===== src/rtl/adcp_pkg.sv =====
package adcp_pkg;

    typedef enum logic [1:0] {
        ST_IDLE  = 2'd0,
        ST_SHIFT = 2'd1,
        ST_DONE  = 2'd2
    } port_state_t;

endpackage


===== src/rtl/adcp_frame_fsm.sv =====
module adcp_frame_fsm
    import adcp_pkg::*;
#(
    parameter int HI_BITS = 12,
    parameter int LO_BITS = 10,
    parameter int LEAD    = 4
) (
    input  logic               clk,
    input  logic               rst_n,
    input  logic               cs_level,
    input  logic               cs_fall,
    input  logic               cs_rise,
    input  logic               sclk_fall,
    input  logic [HI_BITS-1:0] sample_word,
    input  logic               short_mode,
    output logic               bit_o,
    output logic               oe_o,
    output logic               release_o
);

    localparam int HI_LEN = LEAD + HI_BITS;
    localparam int LO_LEN = LEAD + LO_BITS;
    localparam int CW     = $clog2(HI_LEN + 1);
    localparam int IW     = $clog2(HI_BITS);

    port_state_t        state_q, state_d;
    logic [HI_BITS-1:0] word_q;
    logic               short_q;
    logic [CW-1:0]      cnt_q;
    logic               oe_q, bit_q, release_q;
    logic [CW-1:0]      last_idx;
    logic               at_last;

    assign last_idx = short_q ? CW'(LO_LEN - 1) : CW'(HI_LEN - 1);
    assign at_last  = (cnt_q == last_idx);

    function automatic logic pick_bit(input logic [HI_BITS-1:0] w,
                                      input logic s,
                                      input logic [CW-1:0] k);
        int pos;
        pos = (s ? LO_BITS : HI_BITS) - 1 - (int'(k) - LEAD);
        if (int'(k) < LEAD || pos < 0 || pos >= HI_BITS) return 1'b0;
        return w[IW'(pos)];
    endfunction

    // state register
    always_ff @(posedge clk or negedge rst_n) begin
        if (!rst_n) state_q <= ST_IDLE;
        else        state_q <= state_d;
    end

    // next-state logic
    always_comb begin
        state_d = state_q;
        unique case (state_q)
            ST_IDLE:  if (cs_fall) state_d = ST_SHIFT;
            ST_SHIFT: begin
                if (cs_rise)                    state_d = ST_IDLE;
                else if (sclk_fall && at_last)  state_d = ST_DONE;
            end
            ST_DONE:  if (cs_rise) state_d = ST_IDLE;
            default:  state_d = ST_IDLE;
        endcase
    end

    // registered outputs
    always_ff @(posedge clk or negedge rst_n) begin
        if (!rst_n) begin
            word_q    <= '0;
            short_q   <= 1'b0;
            cnt_q     <= '0;
            oe_q      <= 1'b0;
            bit_q     <= 1'b0;
            release_q <= 1'b0;
        end else begin
            release_q <= 1'b0;
            unique case (state_q)
                ST_IDLE: begin
                    if (cs_fall) begin
                        word_q  <= sample_word;
                        short_q <= short_mode;
                        cnt_q   <= '0;
                        oe_q    <= 1'b1;
                        bit_q   <= 1'b0;
                    end
                end
                ST_SHIFT: begin
                    if (cs_rise) begin
                        oe_q      <= 1'b0;
                        bit_q     <= 1'b0;
                        release_q <= 1'b1;
                    end else if (sclk_fall) begin
                        if (at_last) begin
                            oe_q      <= 1'b0;
                            bit_q     <= 1'b0;
                            release_q <= 1'b1;
                        end else begin
                            cnt_q <= cnt_q + 1'b1;
                            bit_q <= pick_bit(word_q, short_q, cnt_q + 1'b1);
                        end
                    end
                end
                ST_DONE: begin
                end
                default: begin
                    oe_q <= 1'b0;
                end
            endcase
        end
    end

    assign bit_o     = bit_q;
    assign oe_o      = oe_q;
    assign release_o = release_q;


    oe_start_chk: assert property (@(posedge clk) disable iff (!rst_n)
        $rose(oe_q) |-> $past(cs_fall));


    cs_high_off_chk: assert property (@(posedge clk) disable iff (!rst_n)
        cs_level |=> !oe_q);


    lead_zero_chk: assert property (@(posedge clk) disable iff (!rst_n)
        (oe_q && (cnt_q < CW'(LEAD))) |-> !bit_q);


    cnt_bound_chk: assert property (@(posedge clk) disable iff (!rst_n)
        oe_q |-> (cnt_q <= last_idx));


    done_off_chk: assert property (@(posedge clk) disable iff (!rst_n)
        (state_q == ST_DONE) |-> !oe_q);

endmodule


===== config.mk =====
export PLATFORM = sky130hd
export DESIGN_NAME = adcp_frame_fsm
export DESIGN_NICKNAME = d
export VERILOG_FILES = /design/src/rtl/adcp_pkg.sv /design/src/rtl/adcp_frame_fsm.sv
export SDC_FILE = /design/constraint.sdc
export NUM_CORES = 1
export LEC_CHECK = 0
export CORE_MARGIN = 1
export CORE_UTILIZATION = 47
export DETAILED_ROUTE_END_ITERATION = 8
export GPL_ROUTABILITY_DRIVEN = 0
export HOLD_SLACK_MARGIN = 0.06
export PLACE_DENSITY = 0.79
export SLEW_MARGIN = 15
export SYNTH_ARGS = -nofsm -noshare
export SYNTH_HDL_FRONTEND = slang
export SYNTH_SLANG_ARGS = --single-unit
export TNS_END_PERCENT = 5

===== constraint.sdc =====
create_clock -name clk -period 1.9 [get_ports clk]
set_clock_uncertainty 0.05 [all_clocks]
set_input_delay 0.38 -clock clk [delete_from_list [all_inputs] [get_ports clk]]
set_output_delay 0.38 -clock clk [all_outputs]
set_load 0.1 [all_outputs]

; ---- Word-level counts from Yosys, hierarchy flattened
; Cells that the tools add are included.
[word_totals]
reg_bits = 23
latch_bits = 0
ram_bits = 0
rom_bits = 0
inputBits = 19
output_inout_bits = 3
elab_cells = 73
mem_count = 0
[classes]
addsub = 4
multipliers = 0
n_div = 0
order_cmp = 4
n_eq_ne = 11
shifts = 0
muxes = 36
bitwise = 1
reduce_logical = 10
[op_table]
columns = operator, n
row1 = 2-to-1 mux 1 bit, 21
row2 = 2-to-1 mux 5 bit, 4
row3 = 2-to-1 mux 2 bit, 5
row4 = "!= test 2 bit, second input constant", 5
row5 = one-hot mux 5 bit (2 select lines), 1
row6 = "!= test 3 bit, second input constant", 3
row7 = "greater-or-equal comparator 7 x 5 -> 1 bit, second input constant", 1
row8 = "< comparator 7 x 1 -> 1 bit, second input constant", 1
row9 = subtractor 5 x 6 -> 7 bit, 1
row10 = "< comparator 4 x 6 -> 1 bit, second input constant", 1
row11 = one-hot mux 2 bit (3 select lines), 1
row12 = AND reduction 3 bit, 2
row13 = "subtractor 5 x 3 -> 6 bit, second input constant", 1
row14 = "adder 5 x 1 -> 5 bit, second input constant", 1
row15 = == test 5 x 4 -> 1 bit, 1
row16 = "< comparator 5 x 3 -> 1 bit, second input constant", 1
row17 = AND reduction 5 bit, 1
row18 = "subtractor 4 x 1 -> 5 bit, second input constant", 1
row19 = binary-select mux 1 bit (select 4 bit), 1
row20 = AND reduction 4 bit, 1
row21 = 2-to-1 mux 3 bit, 1
row22 = one-hot mux 1 bit (3 select lines), 1
row23 = "== test 2 x 1 -> 1 bit, second input constant", 1
row24 = "== test 2 bit, second input constant", 1
row25 = other kinds (7), 8

; ---- Longest topological paths before layout
[logic_depth]
depth_word = 16
mapped_depth = 11
ltp_nobuf = 10

; ---- Worst setup path before layout
; OpenSTA, ideal clock, no wires.
[synth_path]
path_kind = register to register
from = register cnt_q[0]
to = register bit_q, in the netlist bit_o
setup_time_ps = 73
t_arrival_ps = 1909
t_required_ps = 1777
setup_slack_ps = -132
path_stages_with_launch = 12
n_path_buf = 1
synth_period_minus_slack_ps = 2032
cell_sequence = dfrtp_1 > buf_6 > nand3_2 > xor2_1 > inv_1 > nor2_1 > ha_1 > nand2_1 > nor2_1 > a2111oi_2 > nor2_1 > a21oi_2
[synth_via]
elab_chain_len = 16
elab_cells_between_ends = 22
cone_classes = add/sub: 3 / order compare: 3 / eq/ne: 1 / mux: 13 / reduce/logical: 2
[synth_lines]
columns = item, line_no
row1 = start: declaration, adcp_frame_fsm.sv:29  ; logic [CW-1:0] cnt_q;
row2 = start signal: assignment, adcp_frame_fsm.sv:98  ; cnt_q <= cnt_q + 1'b1;
row3 = adder 5 x 1 -> 5 bit, adcp_frame_fsm.sv:99  ; bit_q <= pick_bit(word_q, short_q, cnt_q + 1'b1);
row4 = subtractor 5 x 3 -> 6 bit, adcp_frame_fsm.sv:41  ; pos = (s ? LO_BITS : HI_BITS) - 1 - (int'(k) - LEAD);
row5 = subtractor 5 x 6 -> 7 bit, adcp_frame_fsm.sv:41
row6 = < comparator 7 x 1 -> 1 bit, adcp_frame_fsm.sv:42  ; if (int'(k) < LEAD || pos < 0 || pos >= HI_BITS) return 1'b0;
row7 = logical OR 1 bit (2 in series), adcp_frame_fsm.sv:42
row8 = 2-to-1 mux 1 bit, adcp_frame_fsm.sv:42
row9 = 2-to-1 mux 1 bit, adcp_frame_fsm.sv:93  ; if (at_last) begin
row10 = 2-to-1 mux 1 bit, adcp_frame_fsm.sv:92  ; end else if (sclk_fall) begin
row11 = 2-to-1 mux 1 bit, adcp_frame_fsm.sv:88  ; if (cs_rise) begin
row12 = 2-to-1 mux 1 bit, adcp_frame_fsm.sv:77  ; unique case (state_q)
row13 = 2-to-1 mux 1 bit, adcp_frame_fsm.sv:43  ; return w[IW'(pos)];
row14 = 2-to-1 mux 1 bit (*), adcp_frame_fsm.sv:93
row15 = 2-to-1 mux 1 bit (*), adcp_frame_fsm.sv:92
row16 = 2-to-1 mux 1 bit (*), adcp_frame_fsm.sv:88
row17 = one-hot mux 1 bit (2 select lines) (*), adcp_frame_fsm.sv:77
row18 = end signal: assignment, adcp_frame_fsm.sv:99
row19 = end: declaration, adcp_frame_fsm.sv:30  ; logic oe_q, bit_q, release_q;
; Every way passes the cells marked *; elsewhere a longest branch is shown, timed or not. The select of a mux whose other input is x is not followed.
; A chain may end at the register's enable or synchronous reset.

; ---- Final worst setup path
[layout_path]
from = register cnt_q[1]
to = register bit_q, in the netlist bit_o
; Same word-level chain as after synthesis.

==> results.cfg <==
[synthesis]
synth_flop_cell = dfrtp_1
yosysMostFrequentCell = dfrtp_1
synth-edff-count = 0
ys_seq_elements = 23
synth_nets = 134
yosys.area.top_type = dfrtp_1
ys_async_sr_fraction = 1.00
synth_top_area_frac = 0.442
synth_commonest_cells = dfrtp_1, nor2_1, mux2_2, inv_1
syn_inst = 111
ys_top_cells_by_area = dfrtp_1, mux2_2, mux4_2
yosysSeqAreaShare = 0.442
syn_avg_cell_area_um2 = 11.7
syn_area_um2 = 1300
synth.distinct_cells = 38
synth_warnings = 0

[timing]
rsz0062_at_grt = true
max_freq_mhz = 508
worst_pin_slew_ps = 369
setup_slack_ps = -68.7
slew-limit-headroom = 0.753
holdWs_ps = 358
finalMaxSlewViolations = 0
period_needed_ps = 1970
setup_viol = 1
post-route-period-util = 1.04
finalHoldViolations = 0

[critical_path]
path_cells = ha_4 -> nand3_4 -> xor2_4 -> ha_4 -> nand2_2 -> nor2_2 -> a2111oi_4 -> nor2_1 -> a21oi_2
cp.required_ps = 2100
worstSetupPathType = flip-flop to flip-flop
path_common_cell = ha_4
critPathTopFamily = adder cells
worstSetupEndpointType = flip-flop
crit_fanout = 6
cp.arrival_ps = 2170
cpPeakStageDelay_ps = 430
critPathBufInv = 0
start_kind = flip-flop
crit_slowest_cell = dfrtp_1

[final_layout]
finish.instance_area_um2 = 1860
multi_input_area_um2 = 808
fill_cells = 172
num-nets-final = 176
final_util = 0.731
n_antenna_cell = 0
area_growth_pct = 42.8
layout-drive-gt1-share = 0.382
register_area_um2 = 578

[floorplan]
die_h_um = 54.6
core_area_um2 = 2540
die_w_um = 54.6
ios = 22
rows = 18
start_util = 0.512
die_area_um2 = 2990

[detailed_routing]
first_iter_violations = 12
routed_wl_mm = 2.79
vias = 981
routedWlPerCell_um = 15.3
drcViolationCount = 0
dr.pass1.iters = 4
ant_nets = 0
viasPerCell = 5.39

[grt]
antenna_found_initial = 0
grt_usage = 0.213
overflow = 0
grt_max_degree = 24
grt_pass1_wl_mm = 4.36
grt_pass1_vias = 954

[cts]
clkTransAtPathRegs_ps = 130
clkLatencyLatePin_ps = 300
h-tree-depth = 1
cts_made_buffers = 3
root_buffer = clkbuf_4
clk_path_buf_depth = 2
cts_hold_buf = 0
tritoncts = done
cts_sinks = 23

[min_path]
hp-class = input port to asynchronous set/reset pin

[placement]
postPlaceCellArea_um2 = 1700
place.detailed.hpwl_mm = 1.96
port_buffers = 20

[outcome]
failed_checks = setup timing
status = finished, violations left

[power]
p_leak_nw = 0.758
ir_worst_vdd_mv = 0.659
total_power_mw = 1.69
power_density_nw_per_um2 = 906

[run]
maxCapViolations = 0
-- flip-flops by register name, summed over array words and instances, names as in the netlist --
signal	flops
word_q	12
cnt_q	5
state_q	2
bit_o	1
oe_o	1
release_o	1
short_q	1
-- kinds of logic (layout without fill, tap and decap cells) --
logic type,count (synthesis),after routing,synth area share
and+or+nand+nor,30,30,0.130
adders and majority gates,4,4,0.0384
AOI/OAI and AO/OA,21,21,0.130
xor gates and xnor gates,4,4,0.0269
buffers and inverters,9,50,0.0355
DFF,23,23,0.442
muxes,20,20,0.198
-- per-stage QoR --
step           setup slack [ps]  setup TNS [ps]  instances
2_1_floorplan              3.48               0        111
3_3_place_gp              -61.5           -61.5        174
3_5_place_dp              -97.0           -97.0        174
4_1_cts                    -132            -132        180
5_1_grt                    -139            -139        182
6_report                  -68.7           -68.7        182
-- layout by cell type, fill, tap and decap left out, types with 2 or more instances in the layout --
cell / instances
mux4_2: 3
nand2_1: 4
clkbuf_4: 3
mux2i_1: 4
buf_6: 2
mux2_1: 5
nand3b_1: 2
dfrtp_1: 21
inv_1: 4
buf_4: 18
xor2_4: 2
a21oi_1: 4
o21ai_0: 3
o21a_1: 2
nand3_4: 2
inv_2: 2
nor2_1: 11
dfrtp_2: 2
mux2_2: 7
buf_12: 3
ha_4: 3
nand2b_1: 2
o21ai_1: 3
clkdlybuf4s50_1: 17
-- where the power goes --
part           leakage, nW  total [mW]  internal [mW]  switching [mW]
Clock               0.0150       0.228         0.0818           0.146
Combinational        0.461       0.781          0.419           0.362
Sequential           0.281       0.677          0.591          0.0862
-- worst register-to-register path, delay by kind of cell, from the launching register on --
family                     cells  cell delay [ps]
AOI/OAI and AO/OA              2              430
xor gates and xnor gates       1              220
adders and majority gates      2              480
DFF                            1              430
and+or+nand+nor                4              330
-- timing repair --
| item | 4_1_cts | 5_1_grt |
|---|---|---|
| resized for setup | 1 | 20 |
| setup endpoints to repair | 1 | 1 |
| setup buffers | 2 | 2 |
| pin swaps | 2 | 10 |
-- path summary, 6_finish.rpt --
path / slack (ps) / to / start / cells after the start
worst max-delay path: -70 / bit_o$_DFFE_PN0P_ / cnt_q[1]$_DFFE_PN0P_ / 9
worst min-delay path: 360 / cnt_q[3]$_DFFE_PN0P_ / rst_n / 2
worst max register to register: -70 / bit_o$_DFFE_PN0P_ / cnt_q[1]$_DFFE_PN0P_ / 9
worst min register to register: 450 / word_q[4]$_DFFE_PN0P_ / word_q[4]$_DFFE_PN0P_ / 1
max in group asynchronous: 1190 / cnt_q[0]$_DFFE_PN0P_ / rst_n / 2
min in group clk: 450 / word_q[4]$_DFFE_PN0P_ / word_q[4]$_DFFE_PN0P_ / 1
-- layout make-up --
cell class	count	share of cell area
inverters	6	0.0121
repair buffers	40	0.208
well taps	30	0.0202
flip-flops and latches	23	0.311
multi-input cells	79	0.434
clock buffers	4	0.0141
-- metal layers --
metal  GRT usage  share of wire  vias to the layer above
li1            -              -                      478
met1       0.267           0.42                      483
met2       0.361           0.55                       18
met3      0.0389          0.028                        2
met4      0.0769         0.0054                        0
met5           0              0                        -
Note: power is estimated with default switching activity, not from simulation.
